$ cat src/rtl/pw_merge_pkg.sv
package pw_merge_pkg;

    // bit1 selects store, bit0 selects the right-hand variant
    typedef enum logic [1:0] {
        OP_LOAD_LEFT   = 2'b00,
        OP_LOAD_RIGHT  = 2'b01,
        OP_STORE_LEFT  = 2'b10,
        OP_STORE_RIGHT = 2'b11
    } merge_op_e;

    typedef enum logic [1:0] {
        ST_IDLE   = 2'd0,
        ST_READ   = 2'd1,
        ST_WRITE  = 2'd2,
        ST_FINISH = 2'd3
    } seq_state_e;

endpackage

$ cat src/rtl/pw_load_merge.sv
module pw_load_merge #(
    parameter int DATA_W = 32,
    localparam int NB    = DATA_W / 8,
    localparam int OFS_W = $clog2(NB)
) (
    input  logic              right_sel,
    input  logic [OFS_W-1:0]  ofs,
    input  logic [DATA_W-1:0] reg_val,
    input  logic [DATA_W-1:0] mem_word,
    output logic [DATA_W-1:0] merged
);

    logic [NB-1:0][DATA_W-1:0] left_cand;
    logic [NB-1:0][DATA_W-1:0] right_cand;

    // Left: the top k+1 register bytes come from the low memory bytes.
    // Right: the low NB-k register bytes come from memory starting at byte k.
    for (genvar k = 0; k < NB; k++) begin : g_ofs
        for (genvar i = 0; i < NB; i++) begin : g_byte
            if (i >= NB - 1 - k) begin : g_lmem
                assign left_cand[k][8*i +: 8] = mem_word[8*(i-(NB-1-k)) +: 8];
            end else begin : g_lreg
                assign left_cand[k][8*i +: 8] = reg_val[8*i +: 8];
            end
            if (i <= NB - 1 - k) begin : g_rmem
                assign right_cand[k][8*i +: 8] = mem_word[8*(i+k) +: 8];
            end else begin : g_rreg
                assign right_cand[k][8*i +: 8] = reg_val[8*i +: 8];
            end
        end
    end

    assign merged = right_sel ? right_cand[ofs] : left_cand[ofs];

endmodule

$ cat src/rtl/pw_store_merge.sv
module pw_store_merge #(
    parameter int DATA_W = 32,
    localparam int NB    = DATA_W / 8,
    localparam int OFS_W = $clog2(NB)
) (
    input  logic              right_sel,
    input  logic [OFS_W-1:0]  ofs,
    input  logic [DATA_W-1:0] reg_val,
    input  logic [DATA_W-1:0] mem_word,
    output logic [DATA_W-1:0] merged
);

    logic [NB-1:0][DATA_W-1:0] left_cand;
    logic [NB-1:0][DATA_W-1:0] right_cand;

    // Left: memory bytes 0..k take the top k+1 register bytes.
    // Right: memory bytes k..NB-1 take the low register bytes.
    for (genvar k = 0; k < NB; k++) begin : g_ofs
        for (genvar i = 0; i < NB; i++) begin : g_byte
            if (i <= k) begin : g_lreg
                assign left_cand[k][8*i +: 8] = reg_val[8*(i+NB-1-k) +: 8];
            end else begin : g_lmem
                assign left_cand[k][8*i +: 8] = mem_word[8*i +: 8];
            end
            if (i >= k) begin : g_rreg
                assign right_cand[k][8*i +: 8] = reg_val[8*(i-k) +: 8];
            end else begin : g_rmem
                assign right_cand[k][8*i +: 8] = mem_word[8*i +: 8];
            end
        end
    end

    assign merged = right_sel ? right_cand[ofs] : left_cand[ofs];

endmodule

$ cat src/rtl/pw_seq.sv
module pw_seq
    import pw_merge_pkg::*;
(
    input  logic clk,
    input  logic rst_n,
    input  logic req_valid,
    input  logic is_store,
    input  logic mem_rvalid,
    input  logic mem_wack,
    output logic req_ready,
    output logic mem_rd,
    output logic mem_wr,
    output logic done,
    output logic take_req,
    output logic take_data
);

    seq_state_e state_q, state_d;

    always_comb begin
        state_d = state_q;
        unique case (state_q)
            ST_IDLE:   if (req_valid)  state_d = ST_READ;
            ST_READ:   if (mem_rvalid) state_d = is_store ? ST_WRITE : ST_FINISH;
            ST_WRITE:  if (mem_wack)   state_d = ST_FINISH;
            ST_FINISH:                 state_d = ST_IDLE;
            default:                   state_d = ST_IDLE;
        endcase
    end

    always_ff @(posedge clk or negedge rst_n) begin
        if (!rst_n) state_q <= ST_IDLE;
        else        state_q <= state_d;
    end

    always_comb begin
        req_ready = 1'b0;
        mem_rd    = 1'b0;
        mem_wr    = 1'b0;
        done      = 1'b0;
        take_req  = 1'b0;
        take_data = 1'b0;
        unique case (state_q)
            ST_IDLE: begin
                req_ready = 1'b1;
                take_req  = req_valid;
            end
            ST_READ: begin
                mem_rd    = 1'b1;
                take_data = mem_rvalid;
            end
            ST_WRITE:  mem_wr = 1'b1;
            ST_FINISH: done   = 1'b1;
            default: ;
        endcase
    end

    AST_RD_WR_EXCL: assert property (@(posedge clk) disable iff (!rst_n) !(mem_rd && mem_wr));
    AST_RD_HOLD: assert property (@(posedge clk) disable iff (!rst_n) (mem_rd && !mem_rvalid) |=> mem_rd);
    AST_WR_HOLD: assert property (@(posedge clk) disable iff (!rst_n) (mem_wr && !mem_wack) |=> mem_wr);
    AST_WR_AFTER_RD: assert property (@(posedge clk) disable iff (!rst_n) $rose(mem_wr) |-> $past(mem_rd));
    AST_DONE_PULSE: assert property (@(posedge clk) disable iff (!rst_n) done |=> (!done && req_ready));
    AST_READY_QUIET: assert property (@(posedge clk) disable iff (!rst_n) req_ready |-> (!mem_rd && !mem_wr && !done));

endmodule

$ cat src/rtl/pw_merge_unit.sv
module pw_merge_unit
    import pw_merge_pkg::*;
#(
    parameter int DATA_W = 32,
    parameter int ADDR_W = 32,
    localparam int NB    = DATA_W / 8,
    localparam int OFS_W = $clog2(NB)
) (
    input  logic              clk,
    input  logic              rst_n,
    input  logic              req_valid,
    output logic              req_ready,
    input  logic [1:0]        req_op,
    input  logic [ADDR_W-1:0] req_addr,
    input  logic [DATA_W-1:0] cur_reg,
    output logic              mem_rd,
    output logic              mem_wr,
    output logic [ADDR_W-1:0] mem_addr,
    output logic [DATA_W-1:0] mem_wdata,
    input  logic [DATA_W-1:0] mem_rdata,
    input  logic              mem_rvalid,
    input  logic              mem_wack,
    output logic              done,
    output logic [DATA_W-1:0] ld_result
);

    merge_op_e         op_q;
    logic [ADDR_W-1:0] addr_q;
    logic [OFS_W-1:0]  ofs_q;
    logic [DATA_W-1:0] wbuf_q;
    logic [DATA_W-1:0] ld_merged;
    logic [DATA_W-1:0] st_merged;
    logic              take_req;
    logic              take_data;

    pw_seq u_seq (
        .clk        (clk),
        .rst_n      (rst_n),
        .req_valid  (req_valid),
        .is_store   (op_q[1]),
        .mem_rvalid (mem_rvalid),
        .mem_wack   (mem_wack),
        .req_ready  (req_ready),
        .mem_rd     (mem_rd),
        .mem_wr     (mem_wr),
        .done       (done),
        .take_req   (take_req),
        .take_data  (take_data)
    );

    pw_load_merge #(.DATA_W(DATA_W)) u_ld (
        .right_sel (op_q[0]),
        .ofs       (ofs_q),
        .reg_val   (cur_reg),
        .mem_word  (mem_rdata),
        .merged    (ld_merged)
    );

    pw_store_merge #(.DATA_W(DATA_W)) u_st (
        .right_sel (op_q[0]),
        .ofs       (ofs_q),
        .reg_val   (cur_reg),
        .mem_word  (mem_rdata),
        .merged    (st_merged)
    );

    always_ff @(posedge clk or negedge rst_n) begin
        if (!rst_n) begin
            op_q   <= OP_LOAD_LEFT;
            addr_q <= '0;
            ofs_q  <= '0;
        end else if (take_req) begin
            op_q   <= merge_op_e'(req_op);
            addr_q <= {req_addr[ADDR_W-1:OFS_W], {OFS_W{1'b0}}};
            ofs_q  <= req_addr[OFS_W-1:0];
        end
    end

    always_ff @(posedge clk or negedge rst_n) begin
        if (!rst_n) begin
            wbuf_q    <= '0;
            ld_result <= '0;
        end else if (take_data) begin
            if (op_q[1]) wbuf_q    <= st_merged;
            else         ld_result <= ld_merged;
        end
    end

    assign mem_addr  = addr_q;
    assign mem_wdata = wbuf_q;

    AST_ADDR_ALIGNED: assert property (@(posedge clk) disable iff (!rst_n) (mem_rd || mem_wr) |-> (mem_addr[OFS_W-1:0] == '0));
    AST_WR_STABLE: assert property (@(posedge clk) disable iff (!rst_n) (mem_wr && !mem_wack) |=> ($stable(mem_wdata) && $stable(mem_addr)));
    AST_RD_ADDR_STABLE: assert property (@(posedge clk) disable iff (!rst_n) (mem_rd && !mem_rvalid) |=> $stable(mem_addr));
    AST_LOAD_NO_WRITE: assert property (@(posedge clk) disable iff (!rst_n) (mem_wr |-> op_q[1]));
    AST_RESULT_KEPT: assert property (@(posedge clk) disable iff (!rst_n) (done && op_q[1]) |-> $stable(ld_result));

endmodule

$ cat config.mk
export PLATFORM = sky130hd
export DESIGN_NAME = pw_merge_unit
export DESIGN_NICKNAME = d
export VERILOG_FILES = /design/src/rtl/pw_merge_pkg.sv /design/src/rtl/pw_load_merge.sv /design/src/rtl/pw_store_merge.sv /design/src/rtl/pw_seq.sv /design/src/rtl/pw_merge_unit.sv
export SDC_FILE = /design/constraint.sdc
export NUM_CORES = 1
export LEC_CHECK = 0
export ABC_AREA = 1
export BUFFER_PORTS_ARGS = -buffer_cell sky130_fd_sc_hd__buf_2
export CORE_AREA = 2 2 134 136
export CTS_CLUSTER_DIAMETER = 80
export DETAILED_ROUTE_END_ITERATION = 16
export DIE_AREA = 0 0 136 138
export PLACE_DENSITY = 0.64
export SLEW_MARGIN = 20
export SYNTH_ARGS = -nofsm -noshare
export SYNTH_HDL_FRONTEND = slang
export SYNTH_SLANG_ARGS = --single-unit
export TNS_END_PERCENT = 30
$ cat constraint.sdc
create_clock -name clk -period 1.5 [get_ports clk]
set_input_delay 0.375 -clock clk [delete_from_list [all_inputs] [get_ports clk]]
set_output_delay 0.375 -clock clk [all_outputs]
set_load 0.05 [all_outputs]
==> impl_metrics.sql, run 1 <==
INSERT INTO impl_metrics (metric_group, metric, value, unit) VALUES
('placement', 'place.detailed.instances', '1442', ''),
('global_route', 'largest_net_degree_at_the_start_of_global_routing', '71', ''),
('critical_path', 'critical_path.startpoint', 'u_seq.state_q[0]', ''),
('synthesis', 'yosys.cell_count.top_type', 'sky130_fd_sc_hd__nand2_1', ''),
('critical_path', 'worst-r2r-cell-count', '10', ''),
('outcome', 'status', 'complete, but fails checks', ''),
('critical_path', 'worstPathMaxFanout', '2', ''),
('sta', 'final_period_minus_worst_setup_slack', '1609', 'ps'),
('detailed_routing', 'detail_route.first_pass.iterations', '5', ''),
('sta', 'drv_slew', '0', ''),
('cells_and_area', 'post_layout_nets', '1346', ''),
('synthesis', 'yosys_warnings', '0', ''),
('cts', 'cts_tree', 'yes', ''),
('sta', 'finalHoldViolCount', '0', ''),
('detailed_routing', 'route.detailed.vias_per_inst', '5.062', ''),
('critical_path', 'setup.reg_to_reg.worst_slack', '-90', 'ps'),
('critical_path', 'critical_path.startpoint_type', 'flop', ''),
('global_route', 'grt_pass1_vias', '6754', ''),
('cts', 'clk_path_buf_depth', '2', ''),
('cts', 'cts.root.buffer_cell', 'sky130_fd_sc_hd__clkbuf_16', ''),
('detailed_routing', 'drc', '0', ''),
('critical_path', 'timing.critical_path.cells', 'inv_2, buf_6, ha_4, buf_8', ''),
('synthesis', 'synthDistinctLibCells', '20', ''),
('job', 'maxCapViolCount', '0', ''),
('cells_and_area', 'post_layout_nonfiller_instances', '1474', ''),
('detailed_routing', 'route.final.wire_length', '23.25', 'mm'),
('die', 'start_util', '0.3890', ''),
('detailed_routing', 'route.detailed.wl_per_inst', '15.77', 'um'),
('power', 'power.static_leakage', '4.825', 'nW'),
('synthesis', 'mappedNetlistArea', '6820', 'um^2'),
('cells_and_area', 'area_growth_syn_to_layout', '32.18', '%'),
('synthesis', 'yosys.area.top_type', 'sky130_fd_sc_hd__dfrtp_1', ''),
('sta', 'max_freq', '0.6216', 'GHz'),
('placement', 'post-dp-hpwl', '16.31', 'mm'),
('critical_path', 'worstSetupPathType', 'flop to output port', ''),
('detailed_routing', 'antenna_left', '0', ''),
('placement', 'globalplace.congestion', '0.9009', ''),
('synthesis', 'ys_seq_elements', '100', ''),
('critical_path', 'crit_path_end', 'mem_wr', ''),
('sta', 'worst_slack', '-108.7', 'ps'),
('critical_path', 'cpPeakStageDelay', '410', 'ps'),
('cells_and_area', 'fraction_of_final_layout_cells_sized_beyond_drive_strength_1', '0.2888', ''),
('placement', 'port_buffers', '200', ''),
('synthesis', 'synthesis.area_per_instance', '6.502', 'um^2'),
('die', 'fp.dieH', '138', 'um'),
('critical_path', 'regToRegStartpoint', 'u_seq.state_q[0]', ''),
('sta', 'tcrit_tclk_final', '1.072', ''),
('sta', 'unrepaired_setup_endpoints_after_global_routing', 'yes', ''),
('cts', 'path_clk_slew', '70', 'ps'),
('die', 'ios', '203', ''),
('die', 'fp.dieArea', '18770', 'um^2'),
('critical_path', 'critical_path_data_required_time', '1120', 'ps'),
('detailed_routing', 'route.vias.total', '7461', ''),
('detailed_routing', 'detail_route.iter0.violations', '828', ''),
('sta', 'final_setup_violations', '29', ''),
('global_route', 'global_route_usage_over_all_layers', '0.2370', ''),
('placement', 'placed_instance_area', '8147', 'um^2'),
('critical_path', 'arrival', '1230', 'ps'),
('synthesis', 'number_of_synthesized_flops_with_an_enable_pin', '0', ''),
('sta', 'clock_skew', '12.55', 'ps'),
('cts', 'clock_insertion_delay_worst_skew', '360', 'ps'),
('synthesis', 'yosysSeqAreaShare', '0.3669', ''),
('synthesis', 'synth.top_cell.area_share', '0.3669', ''),
('global_route', 'grt_pass1_wl', '35.15', 'mm'),
('die', 'placementRows', '49', ''),
('cells_and_area', 'stdcell_area', '9015', 'um^2'),
('cts', 'cts_num_sinks', '100', ''),
('synthesis', 'synth_instances', '1049', ''),
('min_path', 'hold_path.class', 'input pin to flop', ''),
('outcome', 'failed_checks', 'negative setup slack', ''),
('cells_and_area', 'post-route-util', '0.5141', '');
[repair_timing]
action / CTS / global route
gates resized for setup: 23 / 67
hold endpoints to repair: 13 / 0
hold buffers: 1 / 0
setup endpoints to repair: 38 / 85
buffers inserted: 2 / 7
pin swaps: 3 / 28
cloned: 0 / 5
[metrics by stage]
stage / worst slack, ps / hold WS, ps / total power [mW]
after floorplan: -4.066 / 79.41 / 15.96
after global placement: -36.43 / 291.7 / 19.27
after detailed placement: -82.78 / 292.2 / 19.38
after CTS: -109.1 / 238.5 / 22.35
after global routing: -156.1 / 244.3 / 24.60
final: -108.7 / 246.1 / 22.96
[how the worst min path moves through the flow]
stage	start	to	slack, ps	depth (start not counted)
3_5_place_dp	rst_n	mem_wdata[19]	290	1
5_1_grt	req_addr[31]	mem_addr[31]	240	2
4_1_cts	req_addr[11]	mem_addr[11]	240	2
6_report	req_addr[11]	mem_addr[11]	250	2
2_1_floorplan	rst_n	ld_result[0]	80	0
3_3_place_gp	rst_n	mem_wdata[19]	290	1
[routing by layer]
metal,part of all wire,track usage
met1,0.43,0.3230
met2,0.45,0.3600
met3,0.096,0.06527
met4,0.022,0.08553
met5,0.00056,0
[registers in the layout, summed over array words and instances (netlist names)]
name / cells
ofs_q: 2
op_q: 2
mem_addr: 30
ld_result: 32
mem_wdata: 32
u_seq.state_q: 2
[power breakdown]
group / switching, mW / internal, mW
sequential: 0.836 / 4.00
clock: 1.12 / 1.51
combinational: 10.7 / 4.80
[layout make-up]
type	instances	area [um^2]
fillers	1799	8519
repair buffers	247	1794
clock buffers	11	242.7
clock inverters	4	73.82
multi-input cells	862	4015
diodes	2	5.005
inverters	19	88.84
flip-flops and latches	100	2509
well taps	229	286.5
[cells in the final DEF (no fill, tap or decap), types with 2 or more instances in the layout]
| master | instances |
|---|---|
| sky130_fd_sc_hd__inv_1 | 11 |
| sky130_fd_sc_hd__nand2_2 | 19 |
| sky130_fd_sc_hd__buf_6 | 6 |
| sky130_fd_sc_hd__nand3_2 | 3 |
| sky130_fd_sc_hd__inv_2 | 5 |
| sky130_fd_sc_hd__o21ai_0 | 8 |
| sky130_fd_sc_hd__dfrtp_2 | 2 |
| sky130_fd_sc_hd__buf_12 | 22 |
| sky130_fd_sc_hd__a21oi_2 | 10 |
| sky130_fd_sc_hd__nand2_4 | 4 |
| sky130_fd_sc_hd__buf_2 | 195 |
| sky130_fd_sc_hd__ha_4 | 4 |
| sky130_fd_sc_hd__conb_1 | 2 |
| sky130_fd_sc_hd__clkbuf_16 | 13 |
| sky130_fd_sc_hd__buf_8 | 5 |
| sky130_fd_sc_hd__inv_4 | 2 |
| sky130_fd_sc_hd__mux2_2 | 31 |
| sky130_fd_sc_hd__nor2_2 | 3 |
| sky130_fd_sc_hd__nand3_1 | 127 |
| sky130_fd_sc_hd__a21oi_1 | 43 |
| sky130_fd_sc_hd__dfrtp_1 | 97 |
| sky130_fd_sc_hd__bufinv_16 | 2 |
| sky130_fd_sc_hd__nand2_1 | 450 |
| sky130_fd_sc_hd__nor2_4 | 4 |
| sky130_fd_sc_hd__or2_2 | 9 |
| sky130_fd_sc_hd__nor2_1 | 131 |
| sky130_fd_sc_hd__diode_2 | 2 |
| sky130_fd_sc_hd__buf_4 | 13 |
| sky130_fd_sc_hd__o21ai_1 | 13 |
[critical path: cells and delay by family, from the launching register on]
kind / cells / cell delay (ps)
adder cells (fa/ha/maj): 1 / 130
buffers and inverters: 3 / 350
flip-flops: 1 / 410
[cells by family (layout without fill, tap and decap cells)]
| family | after synthesis | in the layout | synth area share |
|---|---|---|---|
| AND/OR/NAND/NOR | 751 | 751 | 0.4416 |
| multiplexers | 31 | 31 | 0.05118 |
| adder cells (fa/ha/maj) | 4 | 4 | 0.007338 |
| buffers and inverters | 88 | 281 | 0.07815 |
| other | 1 | 4 | 0.0005498 |
| AO/OA/AOI/OAI | 74 | 74 | 0.05430 |
| flip-flops | 100 | 100 | 0.3669 |
(Power assumes the default switching activity.)
==> inputs of run 2 (changes only) <==
CORE_AREA = 2 2 138 140   (was 2 2 134 136)
DIE_AREA = 0 0 140 142   (was 0 0 136 138)
SYNTH_HIERARCHICAL = 1   (was default)
==> run 2 against run 1 <==
Compared with the run above: the flow finishes with violations (design-rule violations, negative setup slack); worst setup slack worse by 59 ps; sequential share of layout area is 2.9 points lower; area after synthesis is 6.8% higher; clock power is 6% lower; via count is 14% higher; die area is 5.9% higher; register-to-register slack worse by 60 ps.
==> impl_metrics.sql, run 2 <==
INSERT INTO impl_metrics (metric_group, metric, value, unit) VALUES
('outcome', 'status', 'complete, but fails checks', ''),
('outcome', 'failed_checks', 'design-rule violations, negative setup slack', ''),
('detailed_routing', 'drc', '7', ''),
('synthesis', 'synth.top_cell.area_share', '0.3435', ''),
('cells_and_area', 'commonest_non_fill_non_tap_cells_in_the_layout', 'sky130_fd_sc_hd__nand2_1 (444), sky130_fd_sc_hd__nand3_1 (219), sky130_fd_sc_hd__buf_2 (193)', ''),
('synthesis', 'synthesis.area_per_instance', '6.329', 'um^2'),
('cells_and_area', 'multi_input_comb_area', '4324', 'um^2'),
('detailed_routing', 'route.vias.total', '8506', ''),
('placement', 'post-dp-hpwl', '19.53', 'mm'),
('critical_path', 'regToRegStartpoint', 'u_seq/state_q[0]', ''),
('sta', 'final_period_minus_worst_setup_slack', '1668', 'ps'),
('synthesis', 'synth_instances', '1151', ''),
('power', 'worst_ir_drop_vdd', '1.180', 'mV'),
('synthesis', 'yosys.area.top_type', 'sky130_fd_sc_hd__dfrtp_1', ''),
('cells_and_area', 'leading_cell_type_in_the_layout_fill_and_taps_excluded', 'sky130_fd_sc_hd__nand2_1', ''),
('cells_and_area', 'ff_latch_area', '2506', 'um^2'),
('sta', 'clock_skew', '14.65', 'ps'),
('critical_path', 'worstPathMaxFanout', '5', ''),
('critical_path', 'critical_path_data_required_time', '1120', 'ps'),
('synthesis', 'synth_top_cells_by_count', 'sky130_fd_sc_hd__nand2_1 (461), sky130_fd_sc_hd__nand3_1 (284), sky130_fd_sc_hd__dfrtp_1 (100)', ''),
('critical_path', 'worst-path-buf-inv', '2', ''),
('global_route', 'globalRouteOverflowTotal', '0', ''),
('synthesis', 'netlist_top_cells_area', 'sky130_fd_sc_hd__dfrtp_1 (34%), sky130_fd_sc_hd__nand2_1 (24%), sky130_fd_sc_hd__nand3_1 (20%)', ''),
('job', 'maxCapViolCount', '0', ''),
('die', 'start_util', '0.3947', ''),
('cts', 'cts_tree', 'yes', ''),
('power', 'sw_frac_of_total', '0.5653', ''),
('cts', 'cts.root.buffer_cell', 'sky130_fd_sc_hd__clkbuf_16', ''),
('synthesis', 'mappedNetlistArea', '7284', 'um^2'),
('cells_and_area', 'post_layout_nets', '1471', ''),
('cts', 'clock_insertion_delay_worst_skew', '370', 'ps'),
('detailed_routing', 'route.detailed.wl_per_inst', '17.52', 'um'),
('sta', 'max_freq', '0.5995', 'GHz'),
('detailed_routing', 'wl_met2', '13.14', 'mm'),
('critical_path', 'regToRegEndpoint', 'mem_wdata[28]', ''),
('detailed_routing', 'route.detailed.vias_per_inst', '5.306', ''),
('synthesis', 'yosys.cell_count.top_type', 'sky130_fd_sc_hd__nand2_1', ''),
('critical_path', 'arrival', '1290', 'ps'),
('power', 'power.static_leakage', '5.505', 'nW'),
('critical_path', 'timing.critical_path.cells', 'ha_4, buf_6, buf_8', ''),
('global_route', 'grt_pass1_wl', '40.00', 'mm'),
('power', 'powerDensity', '2538', 'nW/um^2'),
('detailed_routing', 'm1WireLength', '11.73', 'mm'),
('power', 'power.share.clock', '0.096', ''),
('detailed_routing', 'route.final.wire_length', '28.08', 'mm'),
('critical_path', 'setup.worst_path.end_class', 'output port', ''),
('global_route', 'grt_pass1_vias', '7320', ''),
('sta', 'drv_slew', '0', ''),
('critical_path', 'setup.reg_to_reg.worst_slack', '-150', 'ps'),
('cells_and_area', 'insertedDiodeCount', '0', ''),
('critical_path', 'cpPeakStageDelay', '480', 'ps'),
('power', 'cell_internal_pwr', '11.09', 'mW'),
('min_path', 'holdPathStages', '3', ''),
('sta', 'final_setup_violations', '68', ''),
('critical_path', 'worstSetupPathType', 'flop to output port', ''),
('die', 'die_width', '140', 'um'),
('power', 'power.combinational.fraction', '0.717', ''),
('critical_path', 'worst-r2r-cell-count', '9', ''),
('synthesis', 'number_of_synthesized_flops_with_an_enable_pin', '0', ''),
('global_route', 'grt_antenna_before_repair', '0', ''),
('placement', 'placed_instance_area', '8688', 'um^2'),
('cells_and_area', 'area_growth_syn_to_layout', '38.05', '%'),
('sta', 'worst_slack', '-168.1', 'ps'),
('cts', 'path_clk_slew', '80', 'ps'),
('cts', 'cts_inserted_buffers', '9', ''),
('detailed_routing', 'highest-signal-layer', 'met4', ''),
('power', 'power.sequential.fraction', '0.187', ''),
('cells_and_area', 'post-route-util', '0.5449', ''),
('detailed_routing', 'detail_route.first_pass.iterations', '11', ''),
('die', 'placementRows', '50', ''),
('detailed_routing', 'detailroute.wirelength.met3', '2.441', 'mm'),
('cells_and_area', 'fraction_of_final_layout_cells_sized_beyond_drive_strength_1', '0.3009', ''),
('placement', 'globalplace.congestion', '0.9205', ''),
('synthesis', 'ys_seq_elements', '100', ''),
('global_route', 'global_route_usage_over_all_layers', '0.2558', ''),
('die', 'fp.dieArea', '19880', 'um^2'),
('power', 'total_power', '25.52', 'mW'),
('power', 'power_dissipated_by_switching_net_loads', '14.43', 'mW'),
('cells_and_area', 'n_fill_cell', '1784', ''),
('critical_path', 'critical-path-slowest-cell', 'sky130_fd_sc_hd__dfrtp_2', ''),
('cts', 'clk_path_buf_depth', '2', ''),
('detailed_routing', 'antenna_left', '0', ''),
('cells_and_area', 'post_layout_nonfiller_instances', '1603', ''),
('cts', 'cts_num_sinks', '100', ''),
('min_path', 'hold_path.class', 'input pin to flop', ''),
('critical_path', 'critical_path.startpoint_type', 'flop', ''),
('detailed_routing', 'detail_route.iter0.violations', '1028', ''),
('min_path', 'worstHoldEndpoint', 'mem_addr[2]', ''),
('cts', 'clock_tree.htree_level_count', '3', ''),
('min_path', 'worstHoldStart', 'req_addr[2]', ''),
('die', 'floorplan.core_area', '18460', 'um^2'),
('die', 'ios', '203', ''),
('die', 'fp.dieH', '142', 'um'),
('sta', 'tcrit_tclk_final', '1.112', ''),
('cells_and_area', 'stdcell_area', '10060', 'um^2'),
('synthesis', 'synth_async_sr_flop_share', '1.000', ''),
('global_route', 'largest_net_degree_at_the_start_of_global_routing', '49', ''),
('critical_path', 'top_cell_family_by_delay_on_the_critical_path', 'flip-flops', ''),
('synthesis', 'synthDistinctLibCells', '22', ''),
('synthesis', 'ys_dominant_reg_cell', 'sky130_fd_sc_hd__dfrtp_1', ''),
('synthesis', 'yosysSeqAreaShare', '0.3435', ''),
('synthesis', 'yosys_warnings', '6', ''),
('placement', 'port_buffers', '200', ''),
('sta', 'finalHoldViolCount', '0', ''),
('placement', 'place.detailed.instances', '1556', ''),
('sta', 'unrepaired_setup_endpoints_after_global_routing', 'yes', '');
## run 2: cell count changes after synthesis, moves of 13 or more
cell	before	now
sky130_fd_sc_hd__nand3_1	129	284
sky130_fd_sc_hd__o21ai_1	13	0
sky130_fd_sc_hd__a21oi_1	53	0
sky130_fd_sc_hd__o21ai_0	8	34
sky130_fd_sc_hd__o211ai_1	0	16
sky130_fd_sc_hd__nor2_1	138	46
sky130_fd_sc_hd__mux2_2	31	0
sky130_fd_sc_hd__inv_1	15	92
## run 2: repair_timing
item / in CTS / in global routing
resized for setup: 23 / 118
cloned: 0 / 12
hold buffers: 1 / 0
setup buffers: 2 / 16
setup endpoints to repair: 5 / 88
pin swaps: 2 / 53
hold endpoints to repair: 7 / 0
## run 2: final cells by class
cell class                 count  area share
clock buffer                   9     0.02240
clock inverter                 7    0.007963
inverter                     100     0.03944
multi-input combinational    872      0.4300
sequential                   100      0.2492
tap                          234     0.02912
timing repair buffer         281      0.2218
## run 2: cell families after synthesis
kind of cell / count (synthesis) / share of synthesized area
adders and majority gates: 4 / 0.006871
buffers and inverters: 180 / 0.1262
AOI/OAI and AO/OA: 50 / 0.03985
and+or+nand+nor: 816 / 0.4830
DFF: 100 / 0.3435
other: 1 / 0.0005148
## run 2: worst max-delay path by stage
stage	start	slack, ps	to	cells after the start
6_report	u_seq/state_q[0]	-170	mem_rd	3
5_1_grt	u_seq/state_q[0]	-200	mem_rd	3
2_1_floorplan	u_seq/state_q[0]	-50	mem_addr[10]	8
3_3_place_gp	u_seq/state_q[1]	30	mem_wdata[0]	8
4_1_cts	u_seq/state_q[0]	-170	mem_rd	3
3_5_place_dp	u_seq/state_q[0]	40	mem_wdata[12]	7
## run 2: per-layer routing
metal	up-vias	track usage
li1	4078	-
met3	51	0.05215
met1	3966	0.3618
met5	-	0
met4	0	0.09250
met2	411	0.3894
## run 2: per-stage QoR
stage / setup TNS, ps / worst slack, ps / hold slack, ps
final: -7137 / -168.1 / 208.1
after global routing: -9789 / -196.6 / 202.5
after CTS: -588.0 / -165.6 / 198.3
after detailed placement: 0 / 35.90 / 217.9
after global placement: 0 / 32.45 / 216.6
after floorplan: -1811 / -54.68 / 79.41
## run 2: worst reg2reg max path: stages (launching register included)
cell	delay, ps
sky130_fd_sc_hd__dfrtp_2	480
sky130_fd_sc_hd__ha_4	190
sky130_fd_sc_hd__buf_4	120
sky130_fd_sc_hd__buf_6	110
sky130_fd_sc_hd__nand2_4	80
sky130_fd_sc_hd__clkinv_8	100
sky130_fd_sc_hd__buf_8	160
sky130_fd_sc_hd__buf_12	160
sky130_fd_sc_hd__nand3_2	90
sky130_fd_sc_hd__nand2_1	60
## run 2: power by group through the flow
stage / clock [mW] / sequential [mW] / combinational, mW
final: 2.45 / 4.76 / 18.3
after global routing: 2.60 / 4.92 / 19.6
after CTS: 2.50 / 4.76 / 16.1
after detailed placement: 0 / 4.78 / 15.8
after global placement: 0 / 4.78 / 15.7
after floorplan: 0 / 8.56 / 7.83
==> inputs of run 3 (changes only) <==
RECOVER_POWER = 50   (was default)
TNS_END_PERCENT = default   (was 30)
==> run 3 against run 2 <==
Compared with the run above: the run still ends with design-rule violations, negative setup slack left; die area did not move; critical endpoint unchanged; wire length up 1.2%; clock skew decreased by 2.1 ps; count of clock-buffer cells in the layout stayed put; utilization decreased by 0.64 points; final cell count is 0.19% higher; sequential share of layout area grew 0.29 points; via count grew 0.47%; design area is 1.2% lower; largest cell class unchanged; flip-flop and latch count did not move; clock power about the same; hold slack worse by 3.9 ps.
==> impl_metrics.sql, run 3 (synthesis gave the netlist of run 2 again) <==
INSERT INTO impl_metrics (metric_group, metric, value, unit) VALUES
('global_route', 'grt_pass1_wl', '40.12', 'mm'),
('detailed_routing', 'route.final.wire_length', '28.42', 'mm'),
('sta', 'worstMarginPinSlew', '511.1', 'ps'),
('critical_path', 'critical_path_data_required_time', '1120', 'ps'),
('die', 'floorplan.core_area', '18460', 'um^2'),
('sta', 'setup_total_negative_slack', '-573.7', 'ps'),
('placement', 'placed_instance_area', '8688', 'um^2'),
('critical_path', 'cpPeakStageDelay', '470', 'ps'),
('power', 'power.static_leakage', '5.515', 'nW'),
('die', 'fp.dieH', '142', 'um'),
('cts', 'cts_inserted_buffers', '9', ''),
('detailed_routing', 'route.detailed.vias_per_inst', '5.321', ''),
('critical_path', 'worst-path-buf-inv', '2', ''),
('critical_path', 'arrival', '1280', 'ps'),
('power', 'powerDensity', '2580', 'nW/um^2'),
('detailed_routing', 'route.detailed.wl_per_inst', '17.69', 'um'),
('die', 'ios', '203', ''),
('global_route', 'global_route_usage_over_all_layers', '0.2565', ''),
('critical_path', 'critical_path.startpoint_type', 'flop', ''),
('critical_path', 'timing.critical_path.cells', 'ha_4, buf_6, buf_8', ''),
('cells_and_area', 'post_layout_nets', '1474', ''),
('placement', 'globalplace.congestion', '0.9205', ''),
('power', 'worst_ir_drop_vdd', '1.200', 'mV'),
('outcome', 'status', 'complete, but fails checks', ''),
('cells_and_area', 'commonest_non_fill_non_tap_cells_in_the_layout', 'sky130_fd_sc_hd__nand2_1 (424), sky130_fd_sc_hd__nand3_1 (264), sky130_fd_sc_hd__buf_2 (193)', ''),
('cells_and_area', 'n_fill_cell', '1785', ''),
('critical_path', 'regToRegStartpoint', 'ofs_q[1]', ''),
('sta', 'clock_skew', '12.57', 'ps'),
('outcome', 'failed_checks', 'design-rule violations, negative setup slack', ''),
('cts', 'clk_path_buf_depth', '2', ''),
('cts', 'cts.root.buffer_cell', 'sky130_fd_sc_hd__clkbuf_16', ''),
('detailed_routing', 'detail_route.first_pass.iterations', '11', ''),
('placement', 'port_buffers', '200', ''),
('cells_and_area', 'ff_latch_area', '2506', 'um^2'),
('detailed_routing', 'route.vias.total', '8546', ''),
('critical_path', 'setup.reg_to_reg.worst_slack', '-20', 'ps'),
('min_path', 'worstHoldStart', 'req_addr[16]', ''),
('cells_and_area', 'insertedDiodeCount', '0', ''),
('cts', 'cts_tree', 'yes', ''),
('critical_path', 'critical-path-slowest-cell', 'sky130_fd_sc_hd__dfrtp_2', ''),
('placement', 'post-dp-hpwl', '19.53', 'mm'),
('critical_path', 'worstSetupPathType', 'flop to output port', ''),
('die', 'fp.dieArea', '19880', 'um^2'),
('job', 'maxCapViolCount', '0', ''),
('critical_path', 'worstPathMaxFanout', '4', ''),
('detailed_routing', 'antenna_left', '0', ''),
('sta', 'worst_slack', '-153.1', 'ps'),
('global_route', 'grt_antenna_before_repair', '0', ''),
('cts', 'cts_num_sinks', '100', ''),
('sta', 'finalHoldViolCount', '0', ''),
('sta', 'worst_slew_margin_rel', '0.6593', ''),
('global_route', 'globalRouteMet3Util', '0.05249', ''),
('global_route', 'largest_net_degree_at_the_start_of_global_routing', '49', ''),
('critical_path', 'setup.worst_path.end_class', 'output port', ''),
('sta', 'drv_slew', '0', ''),
('detailed_routing', 'detail_route.iter0.violations', '1085', ''),
('sta', 'tcrit_tclk_final', '1.102', ''),
('die', 'placementRows', '50', ''),
('detailed_routing', 'drc', '7', ''),
('die', 'die_width', '140', 'um'),
('global_route', 'grtUsageMet1', '0.3626', ''),
('sta', 'max_freq', '0.6049', 'GHz'),
('sta', 'whs', '204.3', 'ps'),
('cts', 'path_clk_slew', '80', 'ps'),
('critical_path', 'regToRegEndpoint', 'ld_result[27]', ''),
('cells_and_area', 'area_growth_syn_to_layout', '36.43', '%'),
('min_path', 'holdPathStages', '3', ''),
('cells_and_area', 'post-route-util', '0.5385', ''),
('global_route', 'grt_pass1_vias', '7332', ''),
('die', 'start_util', '0.3947', ''),
('sta', 'final_period_minus_worst_setup_slack', '1653', 'ps'),
('min_path', 'hold_path.class', 'input pin to flop', ''),
('sta', 'unrepaired_setup_endpoints_after_global_routing', 'yes', ''),
('critical_path', 'top_cell_family_by_delay_on_the_critical_path', 'flip-flops', ''),
('cells_and_area', 'multi_input_comb_area', '4179', 'um^2'),
('cts', 'clock_insertion_delay_worst_skew', '370', 'ps'),
('global_route', 'grt_use_met2', '0.3899', ''),
('sta', 'final_setup_violations', '8', ''),
('critical_path', 'worst-r2r-cell-count', '8', ''),
('cells_and_area', 'fraction_of_final_layout_cells_sized_beyond_drive_strength_1', '0.2843', ''),
('placement', 'dpl_worst_slack', '35.90', 'ps'),
('cts', 'clock_tree.htree_level_count', '3', ''),
('min_path', 'worstHoldEndpoint', 'mem_addr[16]', ''),
('cells_and_area', 'leading_cell_type_in_the_layout_fill_and_taps_excluded', 'sky130_fd_sc_hd__nand2_1', ''),
('global_route', 'busiest_layer', 'met2', ''),
('cells_and_area', 'stdcell_area', '9938', 'um^2'),
('global_route', 'globalRouteOverflowTotal', '0', '');
[run 3: cell count changes in the layout (fill, tap and decap cells not counted), moves of 6 or more]
cell | before | now
sky130_fd_sc_hd__nand2_1 | 444 | 424
sky130_fd_sc_hd__nand3_2 | 63 | 20
sky130_fd_sc_hd__nand2_2 | 24 | 43
sky130_fd_sc_hd__buf_6 | 9 | 15
sky130_fd_sc_hd__nand3_1 | 219 | 264
[run 3: layer usage]
metal | up-vias | share of wire
li1 | 4085 | -
met1 | 3924 | 0.41
met2 | 473 | 0.46
met3 | 64 | 0.098
met4 | 0 | 0.034
met5 | - | 0
[run 3: worst max path at each step]
stage	start	cells after the start	end
final	u_seq/state_q[0]	3	mem_rd
after global routing	u_seq/state_q[0]	3	mem_rd
after CTS	u_seq/state_q[0]	3	mem_rd
after detailed placement	u_seq/state_q[0]	7	mem_wdata[12]
after global placement	u_seq/state_q[1]	8	mem_wdata[0]
after floorplan	u_seq/state_q[0]	8	mem_addr[10]
[run 3: where the power goes]
group	switching, mW	leakage (nW)	internal [mW]
clock	1.27	0.146	1.19
sequential	0.877	1.25	3.93
combinational	12.2	4.12	6.17
total	14.4	5.51	11.3
[run 3: stage by stage]
stage	cells	total power, mW
finish	1606	25.64
CTS	1577	23.42
floorplan	1152	16.39
detailed placement	1556	20.57
global route	1606	27.22
global placement	1556	20.51
[run 3: layout make-up]
type	count	area share
Sequential cell	100	0.2522
Clock inverter	7	0.008057
Clock buffer	9	0.02266
Inverter	100	0.04155
Timing Repair Buffer	282	0.2256
Tap cell	234	0.02946
Multi-Input combinational cell	874	0.4205
[run 3: timing repair]
item	4_1_cts	5_1_grt
pin swaps	2	63
gates resized for setup	26	91
hold buffers	1	0
setup buffers	4	12
cloned	0	18
setup endpoints to repair	5	90
endpoints found under the hold margin	7	0
[run 3: worst reg2reg max path, cell delays in order, from the launching register on]
cell and delay, ps:
sky130_fd_sc_hd__dfrtp_2 520, sky130_fd_sc_hd__buf_12 200, sky130_fd_sc_hd__nor2_8 90, sky130_fd_sc_hd__clkinvlp_4 200
sky130_fd_sc_hd__nand2_1 120, sky130_fd_sc_hd__nand3_1 80, sky130_fd_sc_hd__nand2_1 100, sky130_fd_sc_hd__nand3_2 90
sky130_fd_sc_hd__nand2_1 70
